[config.mk]
export PLATFORM = sky130hd
export DESIGN_NAME = dma_in_ctrl
export DESIGN_NICKNAME = d
export VERILOG_FILES = /design/src/rtl/dma_in_pkg.sv /design/src/rtl/dma_port_decode.sv /design/src/rtl/dma_xfer_counters.sv /design/src/rtl/dma_src_rom.sv /design/src/rtl/dma_bus_fsm.sv /design/src/rtl/dma_in_ctrl.sv
export SDC_FILE = /design/constraint.sdc
export NUM_CORES = 1
export LEC_CHECK = 0
export ABC_AREA = 1
export BUFFER_PORTS_ARGS = -buffer_cell sky130_fd_sc_hd__buf_2
export CAP_MARGIN = 10
export CORE_MARGIN = 4
export CORE_UTILIZATION = 49
export CTS_CLUSTER_SIZE = 14
export DETAILED_ROUTE_END_ITERATION = 7
export PLACE_DENSITY_LB_ADDON = 0.25
export SYNTH_ARGS = -nofsm -noshare
export SYNTH_HDL_FRONTEND = slang
export SYNTH_SLANG_ARGS = --single-unit
[constraint.sdc]
create_clock -name clk -period 1.8 [get_ports clk]
set_input_delay 0.54 -clock clk [delete_from_list [all_inputs] [get_ports clk]]
set_output_delay 0.54 -clock clk [all_outputs]
set_load 0.02 [all_outputs]
[src/rtl/dma_in_pkg.sv]
package dma_in_pkg;
  typedef enum logic [1:0] {
    ST_IDLE = 2'd0,
    ST_BUSY = 2'd1,
    ST_DONE = 2'd2
  } dma_state_e;

  localparam int unsigned PORT_START = 1;
  localparam int unsigned PORT_COUNT = 2;
  localparam int unsigned PORT_GO    = 4;

  localparam logic [1:0] CMD_NONE  = 2'b00;
  localparam logic [1:0] CMD_MEMWR = 2'b10;

  localparam int unsigned ROM_MUL = 37;
  localparam int unsigned ROM_ADD = 451;
endpackage

[src/rtl/dma_port_decode.sv]
module dma_port_decode
  import dma_in_pkg::*;
#(
  parameter int PORT_W = 4
) (
  input  logic              cfg_wr,
  input  logic [PORT_W-1:0] cfg_port,
  input  logic              idle,
  output logic              ld_addr,
  output logic              ld_cnt,
  output logic              go
);
  logic take;
  assign take    = cfg_wr && idle;
  assign ld_addr = take && (cfg_port == PORT_W'(PORT_START));
  assign ld_cnt  = take && (cfg_port == PORT_W'(PORT_COUNT));
  assign go      = take && (cfg_port == PORT_W'(PORT_GO));
endmodule

[src/rtl/dma_xfer_counters.sv]
module dma_xfer_counters #(
  parameter int ADDR_W = 16,
  parameter int CNT_W  = 8,
  parameter int IDX_W  = 4
) (
  input  logic              clk,
  input  logic              rst_n,
  input  logic              ld_addr,
  input  logic              ld_cnt,
  input  logic              go,
  input  logic              adv,
  input  logic [ADDR_W-1:0] addr_in,
  input  logic [CNT_W-1:0]  cnt_in,
  output logic [ADDR_W-1:0] mem_addr,
  output logic [IDX_W-1:0]  buf_idx,
  output logic              cnt_zero,
  output logic              cnt_last
);
  logic [CNT_W-1:0] wcount;

  // buffer index: cleared by go, steps per accepted word
  always_ff @(posedge clk or negedge rst_n) begin
    if (!rst_n)      buf_idx <= '0;
    else if (go)     buf_idx <= '0;
    else if (adv)    buf_idx <= buf_idx + IDX_W'(1);
  end

  // memory address: loadable, steps per accepted word
  always_ff @(posedge clk or negedge rst_n) begin
    if (!rst_n)       mem_addr <= '0;
    else if (ld_addr) mem_addr <= addr_in;
    else if (adv)     mem_addr <= mem_addr + ADDR_W'(1);
  end

  // remaining words: preset, count down
  always_ff @(posedge clk or negedge rst_n) begin
    if (!rst_n)      wcount <= '0;
    else if (ld_cnt) wcount <= cnt_in;
    else if (adv)    wcount <= wcount - CNT_W'(1);
  end

  assign cnt_zero = (wcount == '0);
  assign cnt_last = (wcount == CNT_W'(1));

  // count only moves on a load or an accepted word
  assert_count_holds_R9: assert property (@(posedge clk) disable iff (!rst_n)
    (!ld_cnt && !adv) |=> $stable(wcount));

  // a go always restarts the buffer at word 0
  assert_index_restart_R10: assert property (@(posedge clk) disable iff (!rst_n)
    go |=> (buf_idx == '0));
endmodule

[src/rtl/dma_src_rom.sv]
module dma_src_rom
  import dma_in_pkg::*;
#(
  parameter int DATA_W = 16,
  parameter int DEPTH  = 16,
  parameter int IDX_W  = 4
) (
  input  logic [IDX_W-1:0]  idx,
  output logic [DATA_W-1:0] word
);
  logic [DATA_W-1:0] table_q [DEPTH];

  for (genvar i = 0; i < DEPTH; i++) begin : g_word
    assign table_q[i] = DATA_W'(i * ROM_MUL + ROM_ADD);
  end

  assign word = table_q[idx];
endmodule

[src/rtl/dma_bus_fsm.sv]
module dma_bus_fsm
  import dma_in_pkg::*;
(
  input  logic clk,
  input  logic rst_n,
  input  logic go,
  input  logic cnt_zero,
  input  logic cnt_last,
  input  logic bus_gnt,
  input  logic mem_ack,
  input  logic irq_ack,
  output logic idle,
  output logic bus_req,
  output logic bus_oe,
  output logic adv,
  output logic irq
);
  dma_state_e state, state_nx;

  always_comb begin
    state_nx = state;
    unique case (state)
      ST_IDLE: if (go) state_nx = cnt_zero ? ST_DONE : ST_BUSY;
      ST_BUSY: if (adv && cnt_last) state_nx = ST_DONE;
      ST_DONE: if (irq_ack) state_nx = ST_IDLE;
      default: state_nx = ST_IDLE;
    endcase
  end

  always_ff @(posedge clk or negedge rst_n) begin
    if (!rst_n) state <= ST_IDLE;
    else        state <= state_nx;
  end

  assign idle    = (state == ST_IDLE);
  assign bus_req = (state == ST_BUSY);
  assign bus_oe  = bus_req && bus_gnt;
  assign adv     = bus_oe && mem_ack;
  assign irq     = (state == ST_DONE);

  assert_release_after_last_R6: assert property (@(posedge clk) disable iff (!rst_n)
    (adv && cnt_last) |=> (irq && !bus_req && !bus_oe));

  assert_irq_held_R7: assert property (@(posedge clk) disable iff (!rst_n)
    (irq && !irq_ack) |=> irq);

  assert_irq_drop_R7: assert property (@(posedge clk) disable iff (!rst_n)
    (irq && irq_ack) |=> !irq);

  assert_zero_count_R8: assert property (@(posedge clk) disable iff (!rst_n)
    (idle && go && cnt_zero) |=> (irq && !bus_req));
endmodule

[src/rtl/dma_in_ctrl.sv]
module dma_in_ctrl
  import dma_in_pkg::*;
#(
  parameter int ADDR_W    = 16,
  parameter int DATA_W    = 16,
  parameter int CNT_W     = 8,
  parameter int ROM_DEPTH = 16,
  parameter int PORT_W    = 4
) (
  input  logic              clk,
  input  logic              rst_n,
  input  logic              cfg_wr,
  input  logic [PORT_W-1:0] cfg_port,
  input  logic [DATA_W-1:0] cfg_data,
  output logic              bus_req,
  input  logic              bus_gnt,
  output logic              bus_oe,
  output logic [ADDR_W-1:0] bus_addr,
  output logic [DATA_W-1:0] bus_data,
  output logic [1:0]        bus_cmd,
  input  logic              mem_ack,
  output logic              irq,
  input  logic              irq_ack
);
  localparam int IDX_W = (ROM_DEPTH > 1) ? $clog2(ROM_DEPTH) : 1;

  logic              idle, ld_addr, ld_cnt, go, adv, cnt_zero, cnt_last;
  logic [ADDR_W-1:0] mem_addr;
  logic [IDX_W-1:0]  buf_idx;
  logic [DATA_W-1:0] rom_word;

  dma_port_decode #(.PORT_W(PORT_W)) u_dec (
    .cfg_wr(cfg_wr), .cfg_port(cfg_port), .idle(idle),
    .ld_addr(ld_addr), .ld_cnt(ld_cnt), .go(go)
  );

  dma_xfer_counters #(.ADDR_W(ADDR_W), .CNT_W(CNT_W), .IDX_W(IDX_W)) u_cnt (
    .clk(clk), .rst_n(rst_n), .ld_addr(ld_addr), .ld_cnt(ld_cnt), .go(go),
    .adv(adv), .addr_in(ADDR_W'(cfg_data)), .cnt_in(CNT_W'(cfg_data)),
    .mem_addr(mem_addr), .buf_idx(buf_idx),
    .cnt_zero(cnt_zero), .cnt_last(cnt_last)
  );

  dma_src_rom #(.DATA_W(DATA_W), .DEPTH(ROM_DEPTH), .IDX_W(IDX_W)) u_rom (
    .idx(buf_idx), .word(rom_word)
  );

  dma_bus_fsm u_fsm (
    .clk(clk), .rst_n(rst_n), .go(go), .cnt_zero(cnt_zero), .cnt_last(cnt_last),
    .bus_gnt(bus_gnt), .mem_ack(mem_ack), .irq_ack(irq_ack),
    .idle(idle), .bus_req(bus_req), .bus_oe(bus_oe), .adv(adv), .irq(irq)
  );

  // modelled tri-state: values reach the bus only with the enable
  assign bus_addr = bus_oe ? mem_addr : '0;
  assign bus_data = bus_oe ? rom_word : '0;
  assign bus_cmd  = bus_oe ? CMD_MEMWR : CMD_NONE;

  // back-pressure: a stalled word keeps its address and data
  assert_hold_on_stall_R5: assert property (@(posedge clk) disable iff (!rst_n)
    (bus_oe && !mem_ack) ##1 bus_oe |-> ($stable(bus_addr) && $stable(bus_data)));
endmodule

# Word-level counts from Yosys, hierarchy flattened
# Memories as Yosys holds them, arrays and structs flattened.
# Index checks and enable logic that the tools add are counted.
# totals
out_inout_bits	37
wordCells	48
ramBits	0
latch_bits	0
ff_bits	30
n_memories	1
rom_bits	256
# op_classes
div	0
n_eq_ne	9
n_shift	0
bitwise_logic	1
n_reduce_logical	13
mul	0
muxes	16
magnitude_cmp	1
addsub	3
# mem_list
name	depth	word_bits	rd	rd_clocked_by_memory_dff	write_ports	line_no	source
(no name shown)	16	16	1	0	0	dma_src_rom.sv:17	assign word = table_q[idx];
# ops
operator	n
$mux 16	6
$add 16x1->16 const B	1
$mux 8	2
$mux 2	5
$eq 8x1->1 const B	1
$logic_not 8->1	1
$mux 4	2
$sub 8x1->8 const B	1
$logic_and 1x1->1	7
$pmux 2 s3	1
$reduce_bool 2->1	3
$ge 5x5->1 const B	1
$not 4->5	1
$add 4x1->4 const B	1
$eq 4x1->1 const B	1
$eq 4x2->1 const B	1
$eq 4x3->1 const B	1
$ne 2x2->1 const B	2
$reduce_and 3->1	1
$eq 2x1->1 const B	1
$eq 2x2->1 const B	1
$logic_not 2->1	1
$ne 2x1->1 const B	1

# Longest topological paths before layout
# logic_depth
depth_word	6
mapped_depth	9
depth_no_buf	9

# Cells and area by module
# From an unflattened synthesis, not the netlist that was laid out.
# unflattened
hier_cells	400
hier_area_um2	2631.3
# modules_own_cells
mod	area_per_inst_um2	cells_per_inst	instances
dma_xfer_counters	1745.4	228	1
dma_src_rom	381.6	63	1
dma_in_ctrl	292.8	70	1
dma_bus_fsm	152.6	24	1
dma_port_decode	58.8	15	1

# Least setup slack after synthesis
# OpenSTA, ideal clock, no wires.
# synth_timing
kind	flip-flop to output port
from	register u_cnt.buf_idx[2]
to	output bus_data[7]
path_stages_with_launch	6
required_ns	1.260
arrival_ns	1.545
setup_slack_ns	-0.285
n_path_buf	2
cell_sequence	dfrtp_1 buf_2 inv_1 buf_2 ha_1 a211oi_1
# synth_via
elab_chain_len	5
# synth_lines
element	line_no	source
start, declared	dma_xfer_counters.sv:15	output logic [IDX_W-1:0] buf_idx,
start signal, assigned	dma_xfer_counters.sv:25	else if (adv) buf_idx <= buf_idx + IDX_W'(1);
$not 4->5 (implied by the code)	dma_src_rom.sv:17	
$mem_v2 16x16	n/a	
$mux 16 (implied by the code) (2 in series)	dma_src_rom.sv:17	
$mux 16	dma_in_ctrl.sv:56	assign bus_data = bus_oe ? rom_word : '0;
end, declared	dma_in_ctrl.sv:19	output logic [DATA_W-1:0] bus_data,
# No other way between the ends. The select of a mux whose other input is x is not followed.

# Worst setup path after layout
# layout_timing
from	register u_cnt.buf_idx[0]
to	output bus_data[5]
# Same word-level chain as after synthesis.

==> results.cfg <==
[outcome]
status = finished, violations left
violations = negative setup slack

[grt]
grt_max_degree = 17
gr-total-overflow = 0
grt_pass1_wl_um = 12630
antenna_found_initial = 0
grt.total_usage = 0.2515
grt_pass1_vias = 2817

[clock_tree]
clock_latency_ns = 0.28
clock_sinks = 30
htree_num_levels = 2
clk_pin_slew_ns = 0.07
cts_buffer_depth = 2
hold_buffers = 0
cts_tree = yes
cts.root.buffer_cell = clkbuf_8
numCtsBuffers = 5

[timing]
fin_crit_sh = 1.212
finalSetupTns_ns = -5.491
rsz0062_at_grt = yes
finalCriticalPeriod_ns = 2.182
hold_violations = 0
drv_slew = 0
setup_ws_ns = -0.3821
setup_violations = 26
max_freq_ghz = 0.4583
finClkSkew_ns = 0.005560

[synthesis]
syn_inst = 387
synth_area_leader_cell = dfrtp_1
yosysUniqueCellTypes = 35
synth-edff-count = 0
syn-cell-area_mm2 = 0.002581
yosys.area.top_type_share = 0.2908
yosysSeqAreaShare = 0.2908
synth.avg_cell_area_um2 = 6.670
ys_ff_latch = 30
synth.most_common_cell = nand2_1
synthTopCellsByCount = nand2_1 (92), nand3_1 (58), nor2_1 (51)
yosys-top-cells-area = dfrtp_1 (29%), nand2_1 (13%), nand3_1 (11%)
yosys_warnings = 0
synth_flop_cell = dfrtp_1
async_reset_ff_frac = 1.000

[setup_path]
startpoint_type = register
r2r-start = u_fsm.state[0]
r2r_cells = 9
critPathRequiredTime_ns = 1.26
crit_type = register to output pin
arrival_ns = 1.64
crit_path_end_kind = output pin
r2r_end = u_cnt.mem_addr[7]
r2r_slack_ns = 0.12
path_max_fanout = 5

[route]
drtIter0Drc = 138
viasPerCell = 5.327
drc = 0
final_antenna_net_count = 0
via_count = 2919
dr.pass1.iters = 4
wl_um = 8085
wl_per_cell_um = 14.75

[place]
gp_congestion = 0.8825
dpl.cell_count = 521
hpwl_um = 5136
placement.io_buffers = 55
dp_worst_setup_slack_ns = -0.09993
dpl-instance-area_mm2 = 0.003100

[power]
leakage_nw = 1.842
p_per_area_mw_per_mm2 = 1564
ir_drop_v = 0.0008367

[cells_and_area]
fin_area_mm2 = 0.003860
drive_gt1_frac = 0.3724
fin_nets = 515
nFillCells = 375
syn2layout_area_growth_pct = 49.54
fin_util = 0.7558
antennaDiodeCount = 0
instances_no_fill = 548

[die]
row_count = 26
die_y_um = 80.58
dieArea_mm2 = 0.006493
initial_core_util = 0.5054
coreArea_mm2 = 0.005107
io_pins = 63
die_w_um = 80.58

[flow_run]
cap_violations = 0

[worst_hold_path]
hold_path_class = primary input to async pin
## metrics by stage
| step | hold slack [ns] | total power, mW |
|---|---|---|
| floorplan | 0.2444 | 3.189 |
| global placement | 0.4820 | 3.926 |
| detailed placement | 0.4910 | 4.010 |
| CTS | 0.1928 | 5.652 |
| global route | 0.2019 | 6.457 |
| finish | 0.1772 | 6.036 |
## how the worst max path moves through the flow
stage,depth (start not counted),start,endpoint
finish,7,u_cnt.buf_idx[0],bus_data[5]
global route,7,u_cnt.buf_idx[0],bus_data[5]
CTS,8,u_cnt.buf_idx[1],bus_data[3]
detailed placement,7,u_cnt.buf_idx[0],bus_data[5]
global placement,7,u_cnt.buf_idx[0],bus_data[5]
floorplan,5,u_cnt.buf_idx[2],bus_data[7]
## power by group
group / internal (mW) / total [mW] / switching, mW
clock network: 0.414 / 0.680 / 0.266
registers: 0.989 / 1.36 / 0.367
logic: 1.79 / 4.00 / 2.21
## registers in the layout, summed over array words and instances (netlist names)
register,count
u_cnt.mem_addr,16
u_cnt.wcount,8
u_cnt.buf_idx,4
u_fsm.state,2
## cells by family after synthesis
family	synth area share
XOR/XNOR	0.02715
buffers and inverters	0.1163
flip-flops	0.2908
AO/OA/AOI/OAI	0.07756
AND/OR/NAND/NOR	0.4285
adder cells (fa/ha/maj)	0.05817
other	0.001453
## per-layer routing
metal / global-route usage / wire length, um / up-vias
met3: 0.05157 / 462 / 21
met5: 0 / 0 / -
met1: 0.3085 / 3358 / 1380
li1: - / - / 1419
met2: 0.4255 / 4038 / 99
met4: 0.1064 / 225 / 0
## worst max-delay path: stages, from the launching register on
cell     delay [ns]
dfrtp_1        0.43
inv_2          0.09
buf_4          0.17
ha_4           0.17
a21oi_2        0.11
o21ai_1        0.10
a21oi_2        0.15
buf_4          0.16
## layout make-up
class	count	area, um^2	area share
Multi-Input combinational cell	297	1876	0.4859
Timing Repair Buffer	96	850.8	0.2204
Sequential cell	30	752.0	0.1948
Inverter	47	187.7	0.04862
Tap cell	70	87.58	0.02269
Clock buffer	7	76.32	0.01977
Clock inverter	1	30.03	0.007780
## repair_timing
item,CTS,global route
setup endpoints to repair,26,28
resized for setup,116,24
pin swaps,15,15
buffers inserted,10,10
endpoints found under the hold margin,0,0
cloned,3,0
## cells in the final DEF (no fill, tap or decap), drive strengths merged
cell     n
o21ai   10
a21oi   14
nor2    57
buf     96
conb     7
nand3b   9
ha      12
dfrtp   30
clkinv   6
inv     41
or2      5
nand3   58
o211ai   6
nor3     5
bufinv   1
a211oi   2
nand4    4
nand2   98
xnor2    1
clkbuf   7
o21bai   1
a22oi    1
xor2     7
No activity file was read; power rests on OpenSTA's default activity.
